## src/rtl/exu_pkg.sv

```systemverilog
package exu_pkg;

  typedef enum logic [2:0] {
    OP_ADD = 3'd0,
    OP_ADC = 3'd1,
    OP_SUB = 3'd2,
    OP_SBC = 3'd3,
    OP_AND = 3'd4,
    OP_ORR = 3'd5,
    OP_XOR = 3'd6,
    OP_NOP = 3'd7
  } opCode_e;

  typedef enum logic [1:0] {
    CIN_ZERO = 2'd0,
    CIN_ONE  = 2'd1,
    CIN_FLAG = 2'd2
  } cinSel_e;

  typedef enum logic [1:0] {
    LOG_AND = 2'd0,
    LOG_ORR = 2'd1,
    LOG_XOR = 2'd2
  } logicSel_e;

  // Strobes from decode to the datapath
  typedef struct packed {
    logic      useAdder;
    logic      invertB;
    cinSel_e   cinSel;
    logicSel_e logicSel;
    logic      wrResult;
    logic      wrFlags;
  } exuStrobes_t;

  localparam int FLAG_N = 3;
  localparam int FLAG_Z = 2;
  localparam int FLAG_C = 1;
  localparam int FLAG_V = 0;

endpackage

```

## src/rtl/exu_ctrl.sv

```systemverilog
module exu_ctrl
  import exu_pkg::*;
#(
  parameter int IDX_W = 5
) (
  input  logic             clk,
  input  logic             rst,
  input  logic             issueValid,
  input  logic [2:0]       opCode,
  input  logic             setFlags,
  input  logic [IDX_W-1:0] dstIdx,
  output exuStrobes_t      strobes
);

  localparam logic [IDX_W-1:0] ZERO_IDX = {IDX_W{1'b1}};

  opCode_e opDec;
  logic    legalOp;
  logic    flagCapable;

  assign opDec = opCode_e'(opCode);

  always_comb begin
    strobes          = '0;
    strobes.cinSel   = CIN_ZERO;
    strobes.logicSel = LOG_AND;
    legalOp          = 1'b1;
    flagCapable      = 1'b0;
    unique case (opDec)
      OP_ADD: begin strobes.useAdder = 1'b1; flagCapable = 1'b1; end
      OP_ADC: begin strobes.useAdder = 1'b1; strobes.cinSel = CIN_FLAG; flagCapable = 1'b1; end
      OP_SUB: begin
        strobes.useAdder = 1'b1; strobes.invertB = 1'b1;
        strobes.cinSel = CIN_ONE; flagCapable = 1'b1;
      end
      OP_SBC: begin
        strobes.useAdder = 1'b1; strobes.invertB = 1'b1;
        strobes.cinSel = CIN_FLAG; flagCapable = 1'b1;
      end
      OP_AND: begin strobes.logicSel = LOG_AND; flagCapable = 1'b1; end
      OP_ORR: strobes.logicSel = LOG_ORR;
      OP_XOR: strobes.logicSel = LOG_XOR;
      OP_NOP: legalOp = 1'b0;
      default: legalOp = 1'b0;
    endcase
    strobes.wrResult = issueValid && legalOp && (dstIdx != ZERO_IDX);
    strobes.wrFlags  = issueValid && setFlags && flagCapable;
  end

  // OR/XOR decode must never request a flag write
  assert_or_xor_noflag_R9: assert property (@(posedge clk) disable iff (rst)
    (opCode == 3'd5 || opCode == 3'd6) |-> !strobes.wrFlags);

  // a NOP code requests neither write
  assert_nop_silent_R10: assert property (@(posedge clk) disable iff (rst)
    (opCode == 3'd7) |-> (!strobes.wrFlags && !strobes.wrResult));

endmodule

```

## src/rtl/exu_dpath.sv

```systemverilog
module exu_dpath
  import exu_pkg::*;
#(
  parameter int DATA_W = 64,
  parameter int IDX_W  = 5
) (
  input  logic              clk,
  input  logic              rst,
  input  exuStrobes_t       strobes,
  input  logic [IDX_W-1:0]  srcAIdx,
  input  logic [DATA_W-1:0] srcAVal,
  input  logic [IDX_W-1:0]  srcBIdx,
  input  logic [DATA_W-1:0] srcBVal,
  input  logic [IDX_W-1:0]  dstIdx,
  input  logic [3:0]        flagsIn,
  output logic              resWrEn,
  output logic [IDX_W-1:0]  resIdx,
  output logic [DATA_W-1:0] resData,
  output logic              flagWrEn,
  output logic [3:0]        flagsOut
);

  localparam int NUM_SRC = 2;
  localparam int MSB     = DATA_W - 1;
  localparam logic [IDX_W-1:0] ZERO_IDX = {IDX_W{1'b1}};

  logic [IDX_W-1:0]  srcIdxArr [NUM_SRC];
  logic [DATA_W-1:0] srcValArr [NUM_SRC];
  logic [DATA_W-1:0] opnd      [NUM_SRC];

  assign srcIdxArr[0] = srcAIdx;
  assign srcIdxArr[1] = srcBIdx;
  assign srcValArr[0] = srcAVal;
  assign srcValArr[1] = srcBVal;

  // Index 31 reads as zero on every source port
  for (genvar g = 0; g < NUM_SRC; g++) begin : g_srcMask
    assign opnd[g] = (srcIdxArr[g] == ZERO_IDX) ? '0 : srcValArr[g];
  end

  logic [DATA_W-1:0] bOp;
  logic              carryIn;
  logic [DATA_W:0]   sumFull;
  logic [DATA_W-1:0] logicRes;
  logic [DATA_W-1:0] result;
  logic [3:0]        newFlags;

  assign bOp = strobes.invertB ? ~opnd[1] : opnd[1];

  always_comb begin
    unique case (strobes.cinSel)
      CIN_ONE:  carryIn = 1'b1;
      CIN_FLAG: carryIn = flagsIn[FLAG_C];
      default:  carryIn = 1'b0;
    endcase
  end

  assign sumFull = {1'b0, opnd[0]} + {1'b0, bOp} + {{DATA_W{1'b0}}, carryIn};

  always_comb begin
    unique case (strobes.logicSel)
      LOG_ORR: logicRes = opnd[0] | opnd[1];
      LOG_XOR: logicRes = opnd[0] ^ opnd[1];
      default: logicRes = opnd[0] & opnd[1];
    endcase
  end

  assign result = strobes.useAdder ? sumFull[MSB:0] : logicRes;

  always_comb begin
    newFlags         = '0;
    newFlags[FLAG_N] = result[MSB];
    newFlags[FLAG_Z] = ~|result;
    if (strobes.useAdder) begin
      newFlags[FLAG_C] = sumFull[DATA_W];
      newFlags[FLAG_V] = (opnd[0][MSB] == bOp[MSB]) && (sumFull[MSB] != opnd[0][MSB]);
    end
  end

  always_ff @(posedge clk) begin
    if (rst) begin
      resWrEn  <= 1'b0;
      resIdx   <= '0;
      resData  <= '0;
      flagWrEn <= 1'b0;
      flagsOut <= '0;
    end else begin
      resWrEn  <= strobes.wrResult;
      resIdx   <= dstIdx;
      resData  <= result;
      flagWrEn <= strobes.wrFlags;
      flagsOut <= strobes.wrFlags ? newFlags : flagsIn;
    end
  end

  // no write ever targets index 31
  assert_no_zero_write_R4: assert property (@(posedge clk) disable iff (rst)
    resWrEn |-> (resIdx != ZERO_IDX));

  // written Z and N agree with the presented result
  assert_zero_flag_R6: assert property (@(posedge clk) disable iff (rst)
    flagWrEn |-> (flagsOut[FLAG_Z] == (resData == '0)));
  assert_neg_flag_R6: assert property (@(posedge clk) disable iff (rst)
    flagWrEn |-> (flagsOut[FLAG_N] == resData[MSB]));

  // without a flag write the incoming flags pass through unchanged
  assert_flags_pass_R5: assert property (@(posedge clk) disable iff (rst)
    (!$past(rst) && !flagWrEn) |-> (flagsOut == $past(flagsIn)));

endmodule

```

## src/rtl/int_exu.sv

```systemverilog
module int_exu
  import exu_pkg::*;
#(
  parameter int DATA_W = 64,
  parameter int IDX_W  = 5
) (
  input  logic              clk,
  input  logic              rst,
  input  logic              issueValid,
  input  logic [2:0]        opCode,
  input  logic              setFlags,
  input  logic [IDX_W-1:0]  srcAIdx,
  input  logic [DATA_W-1:0] srcAVal,
  input  logic [IDX_W-1:0]  srcBIdx,
  input  logic [DATA_W-1:0] srcBVal,
  input  logic [IDX_W-1:0]  dstIdx,
  input  logic [3:0]        flagsIn,
  output logic              resWrEn,
  output logic [IDX_W-1:0]  resIdx,
  output logic [DATA_W-1:0] resData,
  output logic              flagWrEn,
  output logic [3:0]        flagsOut
);

  exuStrobes_t strobes;

  exu_ctrl #(.IDX_W(IDX_W)) u_ctrl (
    .clk        (clk),
    .rst        (rst),
    .issueValid (issueValid),
    .opCode     (opCode),
    .setFlags   (setFlags),
    .dstIdx     (dstIdx),
    .strobes    (strobes)
  );

  exu_dpath #(.DATA_W(DATA_W), .IDX_W(IDX_W)) u_dpath (
    .clk      (clk),
    .rst      (rst),
    .strobes  (strobes),
    .srcAIdx  (srcAIdx),
    .srcAVal  (srcAVal),
    .srcBIdx  (srcBIdx),
    .srcBVal  (srcBVal),
    .dstIdx   (dstIdx),
    .flagsIn  (flagsIn),
    .resWrEn  (resWrEn),
    .resIdx   (resIdx),
    .resData  (resData),
    .flagWrEn (flagWrEn),
    .flagsOut (flagsOut)
  );

  // a valid legal op to a real register is written one edge later
  assert_one_cycle_R2: assert property (@(posedge clk) disable iff (rst)
    (issueValid && opCode != 3'd7 && dstIdx != {IDX_W{1'b1}}) |=> resWrEn);

  // an idle cycle produces no writes on the next edge
  assert_idle_silent_R10: assert property (@(posedge clk) disable iff (rst)
    !issueValid |=> (!resWrEn && !flagWrEn));

endmodule

```

## config.mk

```make
export PLATFORM = sky130hd
export DESIGN_NAME = int_exu
export DESIGN_NICKNAME = d
export VERILOG_FILES = /design/src/rtl/exu_pkg.sv /design/src/rtl/exu_ctrl.sv /design/src/rtl/exu_dpath.sv /design/src/rtl/int_exu.sv
export SDC_FILE = /design/constraint.sdc
export NUM_CORES = 1
export LEC_CHECK = 0
export ABC_AREA = 1
export BUFFER_PORTS_ARGS = -buffer_cell sky130_fd_sc_hd__clkbuf_2
export CAP_MARGIN = 20
export CORE_MARGIN = 2
export CORE_UTILIZATION = 35
export CTS_CLUSTER_DIAMETER = 60
export DETAILED_ROUTE_END_ITERATION = 10
export PLACE_DENSITY_LB_ADDON = 0.08
export SLEW_MARGIN = 20
export SYNTH_ARGS = -nofsm -noshare
export SYNTH_HDL_FRONTEND = slang
export SYNTH_SLANG_ARGS = --single-unit
```

## constraint.sdc

```tcl
create_clock -name clk -period 4 [get_ports clk]
set_clock_uncertainty 0.05 [all_clocks]
set_input_delay 0.2 -clock clk [delete_from_list [all_inputs] [get_ports clk]]
set_output_delay 0.2 -clock clk [all_outputs]
set_load 0.1 [all_outputs]
```

Word-level counts from Yosys, hierarchy flattened:

Index checks and enable logic that the tools add are counted.

* bits in registers: 75
* input port bits: 154
* output and inout port bits: 75
* logic and storage cells: 53

* eq/ne operators: 16
* reduce and logical (&&, ||, !) cells: 12
* mux-type cells: 14
* bitwise gates (word level): 4
* add/subtract/negate cells: 2

Operators by type and width (number)
* two-way mux 64 bit: 4
* one-hot mux 64 bit (2 select lines): 1
* adder 64 x 64 -> 65 bit: 1
* adder 65 x 1 -> 65 bit: 1
* bitwise AND 64 bit: 1
* inverter 64 bit: 1
* bitwise OR 64 bit: 1
* OR reduction 64 bit: 1
* XOR 64 bit: 1
* equality test 3 bit, second input constant: 4
* equality test 5 bit, second input constant: 2
* one-hot mux 2 bit (2 select lines): 2
* equality test 3 x 2 -> 1 bit, second input constant: 2
* logical AND 1 bit: 5
* != test 5 bit, second input constant: 1
* OR reduction 5 bit: 1
* equality test 2 x 1 -> 1 bit, second input constant: 2
* equality test 2 bit, second input constant: 2
* two-way mux 1 bit: 4
* two-way mux 4 bit: 1
* OR reduction 2 bit: 2
* OR reduction 4 bit: 1
* equality test 3 x 1 -> 1 bit, second input constant: 1
* zero test 3 bit: 1
* 5 further kinds: 5

Depth between registers and ports, before layout:

* depth after elaboration: 10
* gate-level depth with buffers: 35
* mapped depth without buffers: 32

Cells and area by module:

From an unflattened synthesis, not the netlist that was laid out.

* cells, all modules: 2520
* area, all modules: 13795.7 sq um

By module, submodules not included
* exu_dpath: area an instance 13719.4 sq um, seq. area each 1501.4 sq um, cells an instance 2501, times used 1
* exu_ctrl: area an instance 76.3 sq um, seq. area each 0.0 sq um, cells an instance 19, times used 1

Least setup slack after synthesis:

No wires, ideal clock.

* kind: input port to flip-flop
* from: in opCode[2]
* to: reg u_dpath.flagsOut[2]
* slack: 0.079 ns
* buffers on the path: 4
* arrival: 3.804 ns
* setup time: 0.067 ns
* stages: 34
* required time: 3.883 ns
* path through: buf_2 buf_2 nor2_1 inv_1 clkbuf_1 buf_2 nor2_1 inv_1 ha_1 nor2_1 fa_1 inv_1 fa_1 inv_1 nand3_1 nand2_2 nand2_1 nand2_2 nand2_1 nand2_2 nand2_1 nand2_1 nand2_1 nand2_1 nand2_1 nand3_1 nand2_1 inv_1 nand2_1 nor2_1 nand2_1 nor2_1 nand2_1 a21oi_2

* longest elaborated chain between the ends: 10
* elaborated cells between the ends (all ways): 30
* classes of those cells: 2 x add/sub; 10 x eq/ne; 10 x mux; 8 x reduce/logical

Ends and longest elaborated chain
* start, declared: RTL line int_exu.sv:10 `input logic [2:0] opCode,`
* equality test 3 x 2 -> 1 bit / equality test 3 x 1 -> 1 bit (equally long branches): RTL line exu_ctrl.sv:29 `unique case (opDec)`
* OR reduction 2 bit (no line)
* two-way mux 1 bit / one-hot mux 2 bit (2 select lines) (equally long branches): RTL line exu_ctrl.sv:29
* two-way mux 64 bit (tied with other cells): RTL line exu_dpath.sv:48 `assign bOp = strobes.invertB ? ~opnd[1] : opnd[1];`
* adder 64 x 64 -> 65 bit / one-hot mux 1 bit (2 select lines) (equally long branches): RTL line exu_dpath.sv:58, exu_dpath.sv:51
* adder 65 x 1 -> 65 bit: RTL line exu_dpath.sv:58 `assign sumFull = {1'b0, opnd[0]} + {1'b0, bOp} + {{DATA_W{1'b0}}, carryIn};`
* two-way mux 64 bit: RTL line exu_dpath.sv:68 `assign result = strobes.useAdder ? sumFull[MSB:0] : logicRes;`
* OR reduction 64 bit: RTL line exu_dpath.sv:73 `newFlags[FLAG_Z] = ~|result;`
* zero test 1 bit: RTL line exu_dpath.sv:73
* two-way mux 4 bit *: RTL line exu_dpath.sv:92 `flagsOut <= strobes.wrFlags ? newFlags : flagsIn;`
* end signal, assigned: RTL line exu_dpath.sv:92
* end, declared: RTL line exu_dpath.sv:20 `output logic [3:0] flagsOut`

Mark *: on every way between the ends. The rest lies on a longest branch, timed or not.
A chain may end at the register's enable or synchronous reset.

Worst setup path after layout:

* from: in opCode[1]
* to: reg u_dpath.flagsOut[2]

The elaborated chain is that of the path after synthesis.

==> run_results.csv <==
group,metric,value,unit
synthesis,syn_inst,2425,
power,ir_worst_vdd,0.191,mV
clocking,cts_buffer_depth,2,
routing,vias,15800,
routing,drt_first_pass_iters,5,
routing,drt_wl_total,57.1,mm
sta,hold_viol,0,
worst_setup_path,max_stage_delay,0.39,ns
global_route,grt_pass1_vias,14600,
synthesis,synthFlopType,"dfxtp_1",
synthesis,syn_nets,2776,
floorplanning,dieHeight,199,um
worst_setup_path,endpoint,"u_dpath.flagsOut[2]",
sta,fin_crit,3.58,ns
synthesis,syn_area,13300,sq um
routing,drc,0,
sta,tns,0,ns
synthesis,avgSynthCellArea,5.49,sq um
clocking,cts_root_buf,"clkbuf_16",
synthesis,yosys.area.top_type,"nand2_1",
clocking,clock-sinks,75,
routing,drtIter0Drc,1417,
floorplanning,dieArea,39600,sq um
synthesis,ys_types,43,
sta,whs,0.0135,ns
routing,antenna_left,0,
outcome,outcome,"finished clean",
worst_setup_path,cp-start-kind,"input port",
clocking,cts_tree,"yes",
global_route,grt.total_usage,28.6,%
synthesis,synth_edf_count,0,
clocking,htreeDepth,3,
sta,max_freq,279,MHz
cells_and_area,area_growth,19.8,%
placement,gp_congestion,0.975,
global_route,grt_pass1_wl,85.5,mm
worst_setup_path,path_class,"input port to flip-flop",
worst_setup_path,cpMostUsedCell,"nor2_1",
cells_and_area,final_common_cell,"nand2_1",
synthesis,ys_ff_latch,75,
cells_and_area,nNetsFinal,3050,
sta,finalMaxSlewViolations,0,
worst_setup_path,critPathSlowestCell,"fa_1",
clocking,clk_pin_slew,0.06,ns
worst_setup_path,critPathMaxFanout,4,
global_route,grt_max_degree,65,
clocking,cts_buffers,9,
cells_and_area,layout_common_cells,"871 x nand2_1, 464 x inv_1, 228 x clkbuf_2",
cells_and_area,drive_gt1_share,14.8,%
worst_setup_path,crit_start,"opCode[1]",
global_route,antenna_found_initial,1,
global_route,overflow,0,
cells_and_area,antenna_cells,0,
clocking,post_cts_buffers,0,
routing,vias_per_cell,4.90,
worst_setup_path,critical_path_required,4.22,ns
synthesis,yosys_warnings,0,
sta,worst_slew_pin_slew,0.842,ns
placement,port_buffers,228,
worst_setup_path,critPathCaptureType,"flip-flop",
power,p_per_area,308,nW/um^2
power,fin_total_pwr,4.91,mW
floorplanning,num_io_pins,229,
power,p_leak,9.80,nW
synthesis,ys_top_cells_by_area,"nand2_1 25%, ha_1 18%, inv_1 13%, dfxtp_1 11%, nor2_1 6.1%",
run,max-cap-violations,0,
synthesis,yosysSeqAreaShare,11.3,%
hold_path,hold_path.class,"input port to flip-flop",
sta,setup_viol,0,
synthesis,synth_top_cell_area_share,24.6,%
floorplanning,row_count,71,
sta,finalCritPeriodShare,89.5,%
sta,rsz0062_at_grt,"false",
synthesis,async_flop_share,0,%
floorplanning,core-area,37600,sq um
floorplanning,start_util,35.4,%
routing,wl_per_cell,17.8,um
floorplanning,die_w,199,um
worst_setup_path,crit_arrival,3.80,ns
placement,dp_hpwl,48.4,mm
sta,relSlewSlack,43.9,%
==> flip-flops by register name, summed over array words and instances (netlist names) <==
register	cells
u_dpath.resData	64
u_dpath.flagWrEn	1
u_dpath.resIdx	5
u_dpath.flagsOut	4
u_dpath.resWrEn	1
==> per-layer routing <==
| metal | up-vias | share of wire (%) | track usage (%) |
|---|---|---|---|
| li1 | 7943 | - | - |
| met1 | 7216 | 52 | 44.7 |
| met2 | 549 | 39 | 40.9 |
| met3 | 49 | 7.3 | 3.59 |
| met4 | 0 | 1.6 | 6.00 |
| met5 | - | 0 | 0 |
==> report_power, final <==
group	leakage [nW]	switching [mW]	internal, mW	total [mW]
clock network	0.139	0.335	0.483	0.818
registers	0.622	0.0247	0.830	0.854
logic	9.04	2.31	0.927	3.24
total	9.80	2.67	2.24	4.91
==> stage by stage <==
step	setup WS [ns]	cell area, sq um	cells	util [%]
4_1_cts	0.433	15900	3215	42.4
2_1_floorplan	0.0786	13300	2425	-
6_report	0.421	16000	3215	42.4
3_5_place_dp	0.0825	15700	3199	41.7
3_3_place_gp	0.133	15700	3199	41.7
5_1_grt	0.0278	16000	3215	42.4
==> cells by family after synthesis <==
family,count (synthesis),share of synthesized area [%]
XOR/XNOR,69,4.54
flip-flops,75,11.3
adder cells (fa/ha/maj),197,18.6
AO/OA/AOI/OAI,261,11.0
AND/OR/NAND/NOR,1278,39.0
buffers and inverters,545,15.5
==> worst min-delay path by stage <==
stage               startpoint           endpoint  slack, ns  cells after the start
finish               dstIdx[0]  u_dpath.resIdx[0]       0.01                      3
global route         dstIdx[1]  u_dpath.resIdx[1]       0.03                      3
floorplan            dstIdx[0]  u_dpath.resIdx[0]       0.26                      2
detailed placement   dstIdx[0]  u_dpath.resIdx[0]       0.37                      3
CTS                  dstIdx[0]  u_dpath.resIdx[0]      0.006                      3
global placement     dstIdx[0]  u_dpath.resIdx[0]       0.37                      3
==> what timing repair did <==
item / in CTS / in global routing
resized for setup: 0 / 1
hold buffers: 0 / 0
endpoints found under the setup margin: 0 / 1
==> worst max-delay path, delay by kind of cell <==
kind / cells / cell delay (ns)
AND/OR/NAND/NOR: 18 / 1.87
buffers and inverters: 6 / 0.48
adder cells (fa/ha/maj): 3 / 0.77
AO/OA/AOI/OAI: 3 / 0.47
==> Yosys cell counts, types with 7 or more instances <==
cell      count
nand3_2       7
o221ai_1     11
buf_2        14
inv_1       465
ha_1        195
clkbuf_1     41
nand4_1      17
nor2_1      216
inv_2         8
o21ai_0      63
nand2_1     872
nand3b_1     11
nor2_2       14
xor2_1       69
a21oi_1     137
dfxtp_1      75
o211ai_1     25
o21bai_1      7
nand3_1     105
nand2_2      10
buf_1        12
nor3_1       14
==> layout make-up <==
type                    instances  area, sq um
flip-flops and latches         75         1500
fillers                      4328        21600
multi-input cells            1805         9750
inverters                     478         1800
repair buffers                330         1970
clock inverters                 6         63.8
well taps                     511          639
clock buffers                  10          229
Power figures use the tool's default switching activity.
